[src/rtl/crg_pkg.sv]
package crg_pkg;

    // Position of a counter inside its period
    typedef enum logic [1:0] {
        RG_ACTIVE = 2'd0,
        RG_FRONT  = 2'd1,
        RG_SYNC   = 2'd2,
        RG_BACK   = 2'd3
    } region_e;

endpackage

[src/rtl/crg_wrap_counter.sv]
// Modulo counter with an enable; flags its final value
module crg_wrap_counter #(
    parameter int MODULUS = 8,
    parameter int W       = 3
) (
    input  logic         clk,
    input  logic         rst,
    input  logic         en,
    output logic [W-1:0] count,
    output logic         at_last
);

    localparam logic [W-1:0] LAST = W'(MODULUS - 1);

    always_ff @(posedge clk) begin
        if (rst) begin
            count <= '0;
        end else if (en) begin
            count <= at_last ? '0 : count + 1'b1;
        end
    end

    assign at_last = (count == LAST);

endmodule

[src/rtl/crg_region_fsm.sv]
// Tracks visible / front porch / sync / back porch for one counter
module crg_region_fsm
    import crg_pkg::*;
#(
    parameter int W          = 7,
    parameter int VIS        = 80,
    parameter int SYNC_START = 84,
    parameter int SYNC_LEN   = 12,
    parameter int TOTAL      = 100
) (
    input  logic         clk,
    input  logic         rst,
    input  logic         step,
    input  logic [W-1:0] count,
    output logic         in_view,
    output logic         in_sync
);

    localparam logic [W-1:0] LAST_VIS   = W'(VIS - 1);
    localparam logic [W-1:0] LAST_FRONT = W'(SYNC_START - 1);
    localparam logic [W-1:0] LAST_SYNC  = W'(SYNC_START + SYNC_LEN - 1);
    localparam logic [W-1:0] LAST_ALL   = W'(TOTAL - 1);
    localparam bit NO_FRONT = (SYNC_START == VIS);
    localparam bit NO_BACK  = (SYNC_START + SYNC_LEN == TOTAL);

    region_e state_q;
    region_e state_d;

    // State register
    always_ff @(posedge clk) begin
        if (rst) begin
            state_q <= RG_ACTIVE;
        end else begin
            state_q <= state_d;
        end
    end

    // Transitions
    always_comb begin
        state_d = state_q;
        unique case (state_q)
            RG_ACTIVE: if (step && count == LAST_VIS)
                           state_d = NO_FRONT ? RG_SYNC : RG_FRONT;
            RG_FRONT:  if (step && count == LAST_FRONT)
                           state_d = RG_SYNC;
            RG_SYNC:   if (step && count == LAST_SYNC)
                           state_d = NO_BACK ? RG_ACTIVE : RG_BACK;
            RG_BACK:   if (step && count == LAST_ALL)
                           state_d = RG_ACTIVE;
        endcase
    end

    // Outputs
    always_comb begin
        in_view = (state_q == RG_ACTIVE);
        in_sync = (state_q == RG_SYNC);
    end

endmodule

[src/rtl/char_raster_gen.sv]
module char_raster_gen #(
    parameter int DOTS_PER_CHAR = 8,
    parameter int H_TOTAL       = 100,
    parameter int H_VISIBLE     = 80,
    parameter int H_SYNC_START  = 84,
    parameter int H_SYNC_LEN    = 12,
    parameter int LINES_PER_ROW = 20,
    parameter int V_TOTAL       = 26,
    parameter int V_VISIBLE     = 24,
    parameter int V_SYNC_START  = 25,
    parameter int V_SYNC_LEN    = 1,
    parameter int PIPE_DELAY    = 2
) (
    input  logic                             clk,
    input  logic                             rst,
    output logic [$clog2(DOTS_PER_CHAR)-1:0] dot_cnt,
    output logic [$clog2(H_TOTAL)-1:0]       h_cnt,
    output logic [$clog2(LINES_PER_ROW)-1:0] scan_cnt,
    output logic [$clog2(V_TOTAL)-1:0]       row_cnt,
    output logic                             char_end,
    output logic                             hsync_n,
    output logic                             vsync_n,
    output logic                             de
);

    localparam int DW = $clog2(DOTS_PER_CHAR);
    localparam int HW = $clog2(H_TOTAL);
    localparam int SW = $clog2(LINES_PER_ROW);
    localparam int VW = $clog2(V_TOTAL);

    logic dot_last, h_last, scan_last, row_last_unused;
    logic cell_end, line_end, row_end;
    logic h_view, h_sync, v_view, v_sync;
    logic de_h;

    assign cell_end = dot_last;
    assign line_end = cell_end & h_last;
    assign row_end  = line_end & scan_last;

    // Counter cascade
    crg_wrap_counter #(.MODULUS(DOTS_PER_CHAR), .W(DW)) u_dot (
        .clk(clk), .rst(rst), .en(1'b1), .count(dot_cnt), .at_last(dot_last)
    );
    crg_wrap_counter #(.MODULUS(H_TOTAL), .W(HW)) u_hcnt (
        .clk(clk), .rst(rst), .en(cell_end), .count(h_cnt), .at_last(h_last)
    );
    crg_wrap_counter #(.MODULUS(LINES_PER_ROW), .W(SW)) u_scan (
        .clk(clk), .rst(rst), .en(line_end), .count(scan_cnt), .at_last(scan_last)
    );
    crg_wrap_counter #(.MODULUS(V_TOTAL), .W(VW)) u_row (
        .clk(clk), .rst(rst), .en(row_end), .count(row_cnt), .at_last(row_last_unused)
    );

    // Region trackers
    crg_region_fsm #(
        .W(HW), .VIS(H_VISIBLE), .SYNC_START(H_SYNC_START),
        .SYNC_LEN(H_SYNC_LEN), .TOTAL(H_TOTAL)
    ) u_hfsm (
        .clk(clk), .rst(rst), .step(cell_end), .count(h_cnt),
        .in_view(h_view), .in_sync(h_sync)
    );
    crg_region_fsm #(
        .W(VW), .VIS(V_VISIBLE), .SYNC_START(V_SYNC_START),
        .SYNC_LEN(V_SYNC_LEN), .TOTAL(V_TOTAL)
    ) u_vfsm (
        .clk(clk), .rst(rst), .step(row_end), .count(row_cnt),
        .in_view(v_view), .in_sync(v_sync)
    );

    // Horizontal visibility delayed by whole cells to line up with the fetch path
    generate
        if (PIPE_DELAY == 0) begin : g_nodelay
            assign de_h = h_view;
        end else if (PIPE_DELAY == 1) begin : g_delay1
            logic stage_q;
            always_ff @(posedge clk) begin
                if (rst)           stage_q <= 1'b0;
                else if (cell_end) stage_q <= h_view;
            end
            assign de_h = stage_q;
        end else begin : g_delayn
            logic [PIPE_DELAY-1:0] stage_q;
            always_ff @(posedge clk) begin
                if (rst)           stage_q <= '0;
                else if (cell_end) stage_q <= {stage_q[PIPE_DELAY-2:0], h_view};
            end
            assign de_h = stage_q[PIPE_DELAY-1];
        end
    endgenerate

    // Outputs, forced quiet while reset is high
    always_comb begin
        char_end = ~rst & cell_end;
        hsync_n  = rst | ~h_sync;
        vsync_n  = rst | ~v_sync;
        de       = ~rst & de_h & v_view;
    end

    // The row counter's final-value flag has no consumer
    logic unused_ok;
    assign unused_ok = row_last_unused;

endmodule

[config.mk]
export PLATFORM = sky130hd
export DESIGN_NAME = char_raster_gen
export DESIGN_NICKNAME = d
export VERILOG_FILES = /design/src/rtl/crg_pkg.sv /design/src/rtl/crg_wrap_counter.sv /design/src/rtl/crg_region_fsm.sv /design/src/rtl/char_raster_gen.sv
export SDC_FILE = /design/constraint.sdc
export NUM_CORES = 1
export LEC_CHECK = 0
export BUFFER_PORTS_ARGS = -buffer_cell sky130_fd_sc_hd__buf_2
export CORE_UTILIZATION = 58
export CTS_CLUSTER_SIZE = 8
export DETAILED_ROUTE_END_ITERATION = 7
export PLACE_DENSITY = 0.83
export SYNTH_ARGS = -nofsm -noshare
export SYNTH_HDL_FRONTEND = slang
export SYNTH_SLANG_ARGS = --single-unit
[constraint.sdc]
create_clock -name clk -period 3.7 [get_ports clk]
set_clock_uncertainty 0.2 [all_clocks]
set_input_delay 0.74 -clock clk [delete_from_list [all_inputs] [get_ports clk]]
set_output_delay 0.74 -clock clk [all_outputs]
set_load 0.01 [all_outputs]
==> results_tabular.tex, run 1 <==
\begin{tabular}{lr}
\hline
Metric & Value \\
\hline
\multicolumn{2}{l}{\textbf{Run status}} \\
Result of the run & complete, no violations \\
\multicolumn{2}{l}{\textbf{Timing}} \\
Rel. slew slack & about 64\% \\
Fmax & 0.3872 GHz \\
Shortest clock period the worst path allows after layout & $\sim$2.6 ns \\
Setup TNS & 0 ns \\
Transition time at the pin with the least slew margin & 0.5450 ns \\
Final-report setup violation count & 0 \\
Count of endpoints failing hold in the final timing report & 0 \\
Setup repair after global routing missed its margin & no \\
Final number of max-transition violations & 0 \\
Fraction of the cycle the final worst path needs & 69.80\% \\
\multicolumn{2}{l}{\textbf{Global route}} \\
Largest net degree at the start of global routing & 34 \\
Overflow left after global routing & 0 \\
Number of antenna violations at the first check in global routing & 0 \\
Routing usage on met3 & 2.976\% \\
GRT met2 Usage & between 40\% and 50\% \\
Busiest grt layer & met2 \\
Met1 capacity usage during global routing & around 30\% \\
Vias in the first global route & around 1,100 \\
Total routing usage reported by global routing & a little under a quarter \\
First-pass GRT wire length & 4767 um \\
\multicolumn{2}{l}{\textbf{Synth}} \\
Number of distinct library cells after synthesis & 44 \\
Synth warn & 0 \\
Fraction of post-synthesis cell area in the top cell type by area & 37.44\% \\
Synth area leader & sky130\_fd\_sc\_hd\_\_dfxtp\_1 \\
Most frequent cells after synthesis & sky130\_fd\_sc\_hd\_\_dfxtp\_1 (26), sky130\_fd\_sc\_hd\_\_ha\_1 (11), sky130\_fd\_sc\_hd\_\_a21oi\_1 (10), sky130\_fd\_sc\_hd\_\_nand3\_1 (9) \\
Number of enable flip-flop cells after synthesis & 0 \\
Cell Area, Synth & $\sim$0.0014 mm2 \\
Average footprint of a synthesized cell & approximately 9 um2 \\
Synth top area cells & sky130\_fd\_sc\_hd\_\_dfxtp\_1 (37\%), sky130\_fd\_sc\_hd\_\_ha\_1 (9.9\%), sky130\_fd\_sc\_hd\_\_mux2i\_1 (4.3\%), sky130\_fd\_sc\_hd\_\_a21oi\_1 (3.6\%), sky130\_fd\_sc\_hd\_\_nand3\_1 (3.2\%) \\
Main flop type after synthesis & sky130\_fd\_sc\_hd\_\_dfxtp\_1 \\
Register area share after synthesis & between 30\% and 40\% \\
Number of nets produced by synthesis & around 160 \\
Seq cells post-synth & 26 \\
Proportion of synthesized flip-flops having asynchronous set or reset & 0\% \\
Gate count after technology mapping & 150 \\
Most instantiated library cell after synthesis & sky130\_fd\_sc\_hd\_\_dfxtp\_1 \\
\multicolumn{2}{l}{\textbf{CTS}} \\
CTS clk-pin slew, worst paths & approximately 0.15 ns \\
Number of buffers inserted during clock tree synthesis & 3 \\
Clock sink count & 26 \\
Hold-fix buffers, CTS & 0 \\
Buffers inserted by post-CTS timing repair & 0 \\
TritonCTS clock tree & built \\
Max clock buf depth & 2 \\
Root buffer selected by CTS & sky130\_fd\_sc\_hd\_\_clkbuf\_4 \\
Clock insertion delay at the later pin of the skew report & $\sim$0.31 ns \\
H-tree Lvls & 1 \\
Post-CTS Resized & 0 \\
\multicolumn{2}{l}{\textbf{Placement}} \\
Routability congestion estimate from global placement & 0.7833 \\
DP HPWL & roughly 1900 um \\
Number of I/O port buffers & 25 \\
\multicolumn{2}{l}{\textbf{Setup path}} \\
Depth of the worst register-to-register path & 6 \\
Reg-to-reg endpoint & u\_row.count[2] \\
Worst flop-to-flop path startpoint & u\_dot.count[0] \\
Kind of critical path & flip-flop to output pin \\
Reg2reg setup slack & roughly 1.3 ns \\
Top fanout value on the critical path & 14 \\
WP data required & 2.76 ns \\
Crit start category & flip-flop \\
Crit end category & output pin \\
Arrival time at the worst endpoint & between 1.5 and 2 ns \\
\multicolumn{2}{l}{\textbf{Floorplan}} \\
Core area & 0.002233 mm2 \\
Width of the chip & 50.96 um \\
Effective utilization at floorplan & between 60\% and 70\% \\
Die boundary height & approximately 50 um \\
Die area & around 0.0026 mm2 \\
Row count & 17 \\
I/O pin count & 26 \\
\multicolumn{2}{l}{\textbf{Routing}} \\
Remaining antenna violation count after routing & 0 \\
Wire per inst & between 10 and 15 um \\
Total routed wirelength & between 2000 and 3000 um \\
First drt pass iteration count & 4 \\
Average via count per standard cell & between 5 and 6 \\
Count of vias placed by the detailed router & between 1,000 and 1,500 \\
Violation count after the first detailed-route iteration & 19 \\
\# DRC & 0 \\
\multicolumn{2}{l}{\textbf{Layout}} \\
Growth of design area from synthesis to finish & 13.23\% \\
Nets & roughly 190 \\
Final core area utilization & a little over two thirds \\
Share of post-route cells with drive strength above 1 & about a fifth \\
Fillcell total & 189 \\
Final antenna diode count & 0 \\
\multicolumn{2}{l}{\textbf{Worst hold path}} \\
Worst hold stages & 1 \\
End point of the most critical hold path & u\_dot.count[0] \\
Class of the tightest hold or removal check & flip-flop to flip-flop \\
Start point of the worst hold path & u\_dot.count[0] \\
\multicolumn{2}{l}{\textbf{Pwr}} \\
Pwr per Cell Area & $\sim$310 mW/mm2 \\
Maximum vdd drop & 192.0 uV \\
Static leakage & 0.0006118 uW \\
\multicolumn{2}{l}{\textbf{Job}} \\
Maximum Capacitance Violations & 0 \\
\hline
\end{tabular}
[critical path, cell delays in order, from the launching register on]
cell and delay (ns):
sky130_fd_sc_hd__dfxtp_1 0.38, sky130_fd_sc_hd__ha_1 0.15, sky130_fd_sc_hd__ha_1 0.44, sky130_fd_sc_hd__nor2b_1 0.21, sky130_fd_sc_hd__buf_2 0.15
[kinds of logic (layout without fill, tap and decap cells)]
group | Yosys count | in the layout | synth area share (%)
XOR/XNOR | 7 | 7 | 4.411
AO/OA/AOI/OAI | 27 | 27 | 13.05
AND/OR/NAND/NOR | 58 | 58 | 26.64
adder cells (fa/ha/maj) | 11 | 11 | 9.901
multiplexers | 6 | 6 | 4.321
buffers and inverters | 15 | 37 | 4.230
flip-flops | 26 | 26 | 37.44
[cell type report]
type | count | area, um2 | area share (%)
multi-input cells | 109 | 810.8 | 51.51
clock buffers | 3 | 22.52 | 1.431
flip-flops and latches | 26 | 520.5 | 33.07
clock inverters | 1 | 30.03 | 1.908
well taps | 28 | 35.03 | 2.226
inverters | 8 | 30.03 | 1.908
repair buffers | 25 | 125.1 | 7.949
[stage by stage]
stage | area, um2 | worst slack [ns] | total power (uW) | instances | hold WS (ns)
after floorplan | 1390 | 1.395 | 301.2 | 150 | 0.2518
after global placement | 1521 | 1.279 | 305.6 | 196 | 0.2366
after detailed placement | 1521 | 1.254 | 306.6 | 196 | 0.2405
after CTS | 1574 | 1.123 | 499.3 | 200 | 0.2606
after global routing | 1574 | 1.017 | 513.4 | 200 | 0.2815
final | 1574 | 1.117 | 494.2 | 200 | 0.2567
[registers in the layout, summed over array words and instances, names as in the netlist]
| signal | cells |
|---|---|
| g_delayn.stage_q | 2 |
| u_row.count | 5 |
| u_vfsm.state_q | 2 |
| u_hcnt.count | 7 |
| u_hfsm.state_q | 2 |
| u_scan.count | 5 |
| u_dot.count | 3 |
[power by group]
part	switching [uW]	total (uW)	internal (uW)
Combinational	9.28	15.4	6.07
Clock	84.7	194	109
Sequential	1.67	285	283
Total	95.7	494	399
[worst max-delay path by stage]
stage | start | depth (start not counted) | slack [ns] | endpoint
floorplan | rst | 2 | 1.40 | de
global placement | rst | 3 | 1.28 | de
detailed placement | rst | 3 | 1.25 | de
CTS | u_dot.count[0] | 4 | 1.12 | char_end
global route | u_dot.count[0] | 4 | 1.02 | char_end
finish | u_dot.count[0] | 4 | 1.12 | char_end
[placed cells by master (no fill, tap or decap), drive strengths merged, types with 4 or more instances in the layout]
cell,n
buf,25
a21oi,10
mux2i,6
dfxtp,26
xnor2,4
ha,11
nand2b,6
nor3,8
nor2,5
inv,8
nand2,6
nand3,10
[routing by layer]
metal  vias up  wire [um]
met4         0         48
met2        25       1357
li1        591          -
met1       562       1269
met5         -          0
met3         6         75
Power figures use the tool's default switching activity.
==> inputs of run 2 (changes only) <==
--- a/config.mk
+++ b/config.mk
@@ -5,11 +5,12 @@
 export SDC_FILE = /design/constraint.sdc
 export NUM_CORES = 1
 export LEC_CHECK = 0
+export ABC_AREA = 1
 export BUFFER_PORTS_ARGS = -buffer_cell sky130_fd_sc_hd__buf_2
-export CORE_UTILIZATION = 58
+export CORE_UTILIZATION = 54
 export CTS_CLUSTER_SIZE = 8
 export DETAILED_ROUTE_END_ITERATION = 7
-export PLACE_DENSITY = 0.83
+export PLACE_DENSITY = 0.78
 export SYNTH_ARGS = -nofsm -noshare
 export SYNTH_HDL_FRONTEND = slang
 export SYNTH_SLANG_ARGS = --single-unit
==> constraint.sdc (replaced) <==
create_clock -name clk -period 2.6 [get_ports clk]
set_clock_uncertainty 0.2 [all_clocks]
set_input_delay 0.52 -clock clk [delete_from_list [all_inputs] [get_ports clk]]
set_output_delay 0.52 -clock clk [all_outputs]
set_load 0.01 [all_outputs]
==> results_tabular.tex, run 2 <==
\begin{tabular}{lr}
\hline
Metric & Value \\
\hline
\multicolumn{2}{l}{\textbf{Run status}} \\
Result of the run & complete, no violations \\
\multicolumn{2}{l}{\textbf{Setup path}} \\
Top fanout value on the critical path & 5 \\
Critical-path cell list & ha\_1 > ha\_1 > inv\_1 > nor2\_1 > buf\_2 \\
Critical Path Most Common Cell & sky130\_fd\_sc\_hd\_\_ha\_1 \\
Crit end category & output pin \\
CP max stage delay & around 0.38 ns \\
Kind of critical path & flip-flop to output pin \\
Crit start category & flip-flop \\
Critical Path Slowest Stage Cell & sky130\_fd\_sc\_hd\_\_dfxtp\_1 \\
Arrival time at the worst endpoint & between 1.5 and 2 ns \\
WP data required & $\sim$1.9 ns \\
Depth of the worst register-to-register path & 11 \\
\multicolumn{2}{l}{\textbf{Pwr}} \\
Static leakage & slightly above 0.0007 uW \\
Part of the power in the clock network & about two fifths \\
Internal power & about 570 uW \\
Switch share & between 20\% and 30\% \\
Maximum vdd drop & about 340 uV \\
Pwr per Cell Area & 439.8 mW/mm2 \\
Logic gate share of total power & roughly 3.4\% \\
Switching power summed over all nets & $\sim$140 uW \\
Relative contribution of sequential cells to total power & a little under three fifths \\
\multicolumn{2}{l}{\textbf{Floorplan}} \\
I/O pin count & 26 \\
Core area & roughly 0.0025 mm2 \\
Row count & 18 \\
Die boundary height & around 53 um \\
Width of the chip & 52.92 um \\
Die area & roughly 0.0028 mm2 \\
Effective utilization at floorplan & between 50\% and 60\% \\
\multicolumn{2}{l}{\textbf{Placement}} \\
Post-Place Cells & between 200 and 250 \\
DP HPWL & around 2100 um \\
Placed inst area & 0.001559 mm2 \\
Routability congestion estimate from global placement & roughly 0.8 \\
Number of I/O port buffers & 25 \\
\multicolumn{2}{l}{\textbf{Timing}} \\
Setup repair after global routing missed its margin & no \\
Transition time at the pin with the least slew margin & 0.3554 ns \\
Setup TNS & 0 ns \\
Final-report setup violation count & 0 \\
Rel. slew slack & roughly 76\% \\
Fraction of the cycle the final worst path needs & a little under nine tenths \\
Shortest clock period the worst path allows after layout & around 2.2 ns \\
Fmax & about 0.45 GHz \\
Final number of max-transition violations & 0 \\
Count of endpoints failing hold in the final timing report & 0 \\
\multicolumn{2}{l}{\textbf{Layout}} \\
Largest reg by FF count & u\_hcnt.count \\
Share of post-route cells with drive strength above 1 & a little over a fifth \\
Final core area utilization & approximately two thirds \\
Growth of design area from synthesis to finish & 15.10\% \\
Commonest non-fill, non-tap cells in the layout & sky130\_fd\_sc\_hd\_\_nand2\_1 (32), sky130\_fd\_sc\_hd\_\_inv\_1 (27), sky130\_fd\_sc\_hd\_\_dfxtp\_1 (26) \\
Final antenna diode count & 0 \\
Post-route insts no fill & about 240 \\
Non-Filler Cell Area, Final & approximately 0.0016 mm2 \\
Commonest non-fill, non-tap cell in the layout & sky130\_fd\_sc\_hd\_\_nand2\_1 \\
Largest registers & u\_hcnt.count x7, u\_row.count x5, u\_scan.count x5 \\
Largest register FFs & 7 \\
Nets & 226 \\
\multicolumn{2}{l}{\textbf{Global route}} \\
First-pass GRT wire length & about 4600 um \\
Vias in the first global route & 1,126 \\
Total routing usage reported by global routing & around 22\% \\
Largest net degree at the start of global routing & 16 \\
Overflow left after global routing & 0 \\
Number of antenna violations at the first check in global routing & 0 \\
\multicolumn{2}{l}{\textbf{Routing}} \\
Wire per inst & between 10 and 15 um \\
Average via count per standard cell & roughly 5 \\
First drt pass iteration count & 4 \\
Remaining antenna violation count after routing & 0 \\
Violation count after the first detailed-route iteration & 18 \\
Count of vias placed by the detailed router & 1,236 \\
\# DRC & 0 \\
Total routed wirelength & around 2700 um \\
\multicolumn{2}{l}{\textbf{Synth}} \\
Cell Area, Synth & about 0.0014 mm2 \\
Number of nets produced by synthesis & 197 \\
Number of distinct library cells after synthesis & 30 \\
Number of enable flip-flop cells after synthesis & 0 \\
Synth top area cells & sky130\_fd\_sc\_hd\_\_dfxtp\_1 (37\%), sky130\_fd\_sc\_hd\_\_ha\_1 (9.8\%), sky130\_fd\_sc\_hd\_\_nand2\_1 (8.6\%), sky130\_fd\_sc\_hd\_\_inv\_1 (7.2\%), sky130\_fd\_sc\_hd\_\_nor2\_1 (6.4\%) \\
Most instantiated library cell after synthesis & sky130\_fd\_sc\_hd\_\_nand2\_1 \\
Synth warn & 0 \\
Main flop type after synthesis & sky130\_fd\_sc\_hd\_\_dfxtp\_1 \\
Seq cells post-synth & 26 \\
Proportion of synthesized flip-flops having asynchronous set or reset & 0\% \\
Synth area leader & sky130\_fd\_sc\_hd\_\_dfxtp\_1 \\
Gate count after technology mapping & 184 \\
Fraction of post-synthesis cell area in the top cell type by area & 37.18\% \\
Register area share after synthesis & a little under two fifths \\
Average footprint of a synthesized cell & approximately 7.6 um2 \\
Most frequent cells after synthesis & sky130\_fd\_sc\_hd\_\_nand2\_1 (32), sky130\_fd\_sc\_hd\_\_inv\_1 (27), sky130\_fd\_sc\_hd\_\_dfxtp\_1 (26), sky130\_fd\_sc\_hd\_\_nor2\_1 (24), sky130\_fd\_sc\_hd\_\_ha\_1 (11) \\
\multicolumn{2}{l}{\textbf{CTS}} \\
TritonCTS clock tree & built \\
H-tree Lvls & 1 \\
Clock sink count & 26 \\
Buffers inserted by post-CTS timing repair & 0 \\
Root buffer selected by CTS & sky130\_fd\_sc\_hd\_\_clkbuf\_4 \\
Max clock buf depth & 2 \\
CTS clk-pin slew, worst paths & between 0.1 and 0.15 ns \\
Hold-fix buffers, CTS & 0 \\
Post-CTS Resized & 0 \\
Clock insertion delay at the later pin of the skew report & $\sim$0.32 ns \\
Number of buffers inserted during clock tree synthesis & 3 \\
\multicolumn{2}{l}{\textbf{Job}} \\
Maximum Capacitance Violations & 0 \\
\multicolumn{2}{l}{\textbf{Worst hold path}} \\
Class of the tightest hold or removal check & input port to flip-flop \\
Worst hold stages & 2 \\
\hline
\end{tabular}
run 2: worst max-delay path: cells and delay by family, from the launching register on:
kind | cells | cell delay [ns]
DFF | 1 | 0.38
buffers and inverters | 2 | 0.26
and+or+nand+nor | 1 | 0.16
adders and majority gates | 2 | 0.40
run 2: kinds of logic after synthesis:
kind of cell | after synthesis | synth area share (%)
compound gates | 20 | 8.044
xor+xnor | 2 | 1.251
fa+ha+maj | 11 | 9.830
buf+inv | 30 | 8.043
flops | 26 | 37.18
simple gates | 95 | 35.66
run 2: final timing paths:
check                      endpoint  slack (ns)            from
setup / recovery           char_end        0.36  u_dot.count[0]
hold / removal      u_hcnt.count[4]        0.21             rst
setup reg to reg  u_hfsm.state_q[1]        0.64  u_dot.count[0]
hold reg to reg      u_dot.count[0]        0.26  u_dot.count[0]
run 2: routing by layer:
layer  track usage [%]  wire (um)
met5                 0          0
met1             26.81       1265
met3             4.023         97
met4             7.456         23
met2             40.08       1327
run 2: power groups by stage:
stage	logic (uW)	clock network, uW	registers (uW)
2_1_floorplan	13.7	0	416
3_3_place_gp	23.9	0	414
3_5_place_dp	24.6	0	414
4_1_cts	24.7	287	405
5_1_grt	27.6	302	406
6_report	24.4	279	405
run 2: cell type report:
type                    count  area [um2]
clock buffers               3       22.52
flip-flops and latches     26       520.5
clock inverters             1       30.03
repair buffers             25       125.1
inverters                  29       108.9
fillers                   228       843.3
well taps                  30       37.54
multi-input cells         128       767.0
run 2: stage by stage:
step           setup WS (ns)  total power [uW]  hold WS (ns)
3_3_place_gp          0.6737             437.6        0.2329
5_1_grt               0.2179             735.7        0.1963
6_report              0.3626             708.8        0.2114
3_5_place_dp          0.6451             438.4        0.2357
4_1_cts               0.3314             716.8        0.1922
2_1_floorplan         0.7846             429.5        0.2408
==> inputs of run 3 (changes only) <==
==> constraint.sdc (replaced) <==
create_clock -name clk -period 2.6 [get_ports clk]
set_clock_uncertainty 0.2 [all_clocks]
set_input_delay 0.13 -clock clk [delete_from_list [all_inputs] [get_ports clk]]
set_output_delay 0.13 -clock clk [all_outputs]
set_load 0.01 [all_outputs]
==> results_tabular.tex, run 3 (synthesis results as in run 2) <==
\begin{tabular}{lr}
\hline
Metric & Value \\
\hline
\multicolumn{2}{l}{\textbf{CTS}} \\
Buffers inserted by post-CTS timing repair & 0 \\
Root buffer selected by CTS & sky130\_fd\_sc\_hd\_\_clkbuf\_4 \\
Clock sink count & 26 \\
TritonCTS clock tree & built \\
H-tree Lvls & 1 \\
Number of buffers inserted during clock tree synthesis & 3 \\
CTS clk-pin slew, worst paths & $\sim$0.14 ns \\
Clock insertion delay at the later pin of the skew report & $\sim$0.32 ns \\
Max clock buf depth & 2 \\
\multicolumn{2}{l}{\textbf{Floorplan}} \\
Die area & between 0.002 and 0.003 mm2 \\
Row count & 18 \\
Core area & about 0.0025 mm2 \\
I/O pin count & 26 \\
Width of the chip & between 50 and 60 um \\
Die boundary height & approximately 53 um \\
Effective utilization at floorplan & between 50\% and 60\% \\
\multicolumn{2}{l}{\textbf{Setup path}} \\
WP data required & approximately 2.6 ns \\
Crit start category & flip-flop \\
Critical Path Slowest Stage Cell & sky130\_fd\_sc\_hd\_\_dfxtp\_1 \\
Critical-path cell list & ha\_1 > ha\_1 > nand3\_2 > nor2\_8 > inv\_2 > nand2\_2 > nand2\_2 > nor2\_4 > nand2\_1 > nand2\_1 > nor2\_1 \\
Top fanout value on the critical path & 9 \\
Kind of critical path & flip-flop to flip-flop \\
Arrival time at the worst endpoint & around 2.0 ns \\
Crit end category & flip-flop \\
CP max stage delay & 0.38 ns \\
Depth of the worst register-to-register path & 11 \\
\multicolumn{2}{l}{\textbf{Job}} \\
Maximum Capacitance Violations & 0 \\
\multicolumn{2}{l}{\textbf{Routing}} \\
Count of vias placed by the detailed router & 1,235 \\
Average via count per standard cell & about 5.1 \\
\# DRC & 0 \\
Remaining antenna violation count after routing & 0 \\
Total routed wirelength & 2520 um \\
First drt pass iteration count & 4 \\
Wire per inst & 10.37 um \\
Violation count after the first detailed-route iteration & 22 \\
\multicolumn{2}{l}{\textbf{Layout}} \\
Multi-input logic area & 767.0 um2 \\
Post-route insts no fill & 243 \\
Largest registers & u\_hcnt.count x7, u\_row.count x5, u\_scan.count x5 \\
Share of post-route cells with drive strength above 1 & a little over a fifth \\
Commonest non-fill, non-tap cell in the layout & sky130\_fd\_sc\_hd\_\_nand2\_1 \\
Growth of design area from synthesis to finish & 14.66\% \\
Largest register FFs & 7 \\
Nets & $\sim$230 \\
Sequential Area & $\sim$520 um2 \\
Final antenna diode count & 0 \\
Largest reg by FF count & u\_hcnt.count \\
Commonest non-fill, non-tap cells in the layout & sky130\_fd\_sc\_hd\_\_nand2\_1 (32), sky130\_fd\_sc\_hd\_\_inv\_1 (27), sky130\_fd\_sc\_hd\_\_dfxtp\_1 (26) \\
Final core area utilization & $\sim$65\% \\
Fillcell total & 207 \\
\multicolumn{2}{l}{\textbf{Run status}} \\
Result of the run & complete, no violations \\
\multicolumn{2}{l}{\textbf{Worst hold path}} \\
Class of the tightest hold or removal check & flip-flop to flip-flop \\
Worst hold stages & 1 \\
\multicolumn{2}{l}{\textbf{Pwr}} \\
Maximum vdd drop & $\sim$360 uV \\
Total power of the final layout & about 640 uW \\
Internal power & 497.7 uW \\
Logic gate share of total power & under 10\% \\
Relative contribution of sequential cells to total power & $\sim$64\% \\
Static leakage & 0.0007138 uW \\
Switch share & between 20\% and 30\% \\
Switching power summed over all nets & around 140 uW \\
Pwr per Cell Area & 397.3 mW/mm2 \\
Part of the power in the clock network & between 30\% and 40\% \\
\multicolumn{2}{l}{\textbf{Timing}} \\
Rel. slew slack & about three quarters \\
Fraction of the cycle the final worst path needs & between 70\% and 80\% \\
Setup repair after global routing missed its margin & no \\
Shortest clock period the worst path allows after layout & about 2.0 ns \\
Count of endpoints failing hold in the final timing report & 0 \\
Fmax & just over 0.5 GHz \\
Final-report setup violation count & 0 \\
Final number of max-transition violations & 0 \\
Setup TNS & 0 ns \\
Worst Setup Slack, final & around 0.63 ns \\
Transition time at the pin with the least slew margin & about 0.38 ns \\
\multicolumn{2}{l}{\textbf{Global route}} \\
Number of antenna violations at the first check in global routing & 0 \\
Largest net degree at the start of global routing & 15 \\
Total routing usage reported by global routing & a little over a fifth \\
Overflow left after global routing & 0 \\
Vias in the first global route & 1,164 \\
First-pass GRT wire length & 4540 um \\
\multicolumn{2}{l}{\textbf{Placement}} \\
DP HPWL & between 2000 and 2500 um \\
Number of I/O port buffers & 25 \\
Post-Place Cells & between 200 and 250 \\
Post-place setup slack & $\sim$0.66 ns \\
Routability congestion estimate from global placement & $\sim$0.79 \\
\hline
\end{tabular}
[run 3: final timing paths]
kind | from | to | slack [ns]
setup / recovery | u_dot.count[0] | u_hfsm.state_q[1] | 0.63
hold / removal | u_dot.count[0] | u_dot.count[0] | 0.26
setup reg to reg | u_dot.count[0] | u_hfsm.state_q[1] | 0.63
hold reg to reg | u_dot.count[0] | u_dot.count[0] | 0.26
[run 3: layout make-up]
class / count / share of cell area (%)
Clock buffer: 4 / 2.260
Inverter: 29 / 6.781
Multi-Input combinational cell: 128 / 47.78
Sequential cell: 26 / 32.42
Tap cell: 30 / 2.338
Timing Repair Buffer: 26 / 8.418
[run 3: repair_timing]
item / CTS / global route
hold buffers: 1 / 0
hold endpoints to repair: 5 / 0
gates resized for setup: 0 / 0
[run 3: critical path, delay by kind of cell (launching register included)]
kind / cells / cell delay [ns]
buf+inv: 1 / 0.10
simple gates: 8 / 0.80
fa+ha+maj: 2 / 0.40
flops: 1 / 0.38
[run 3: routing by layer]
layer	GRT usage (%)	up-vias	part of all wire (%)
li1	-	654	-
met1	26.19	552	48
met2	38.61	24	47
met3	3.448	5	3.6
met4	7.018	0	1.4
met5	0	-	0
[run 3: power by group through the flow]
| stage | combinational (uW) | sequential [uW] | clock, uW |
|---|---|---|---|
| after CTS | 25.8 | 405 | 216 |
| after global routing | 29.7 | 406 | 228 |
| after global placement | 24.5 | 414 | 0 |
| final | 25.7 | 405 | 207 |
| after detailed placement | 24.5 | 414 | 0 |
| after floorplan | 13.7 | 416 | 0 |
[run 3: stage by stage]
stage                     hold WS (ns)  cell area (um2)
final                           0.2634             1605
after global routing            0.2796             1605
after global placement          0.1837             1559
after detailed placement        0.1843             1559
after floorplan             -0.0009342             1400
after CTS                       0.2670             1605
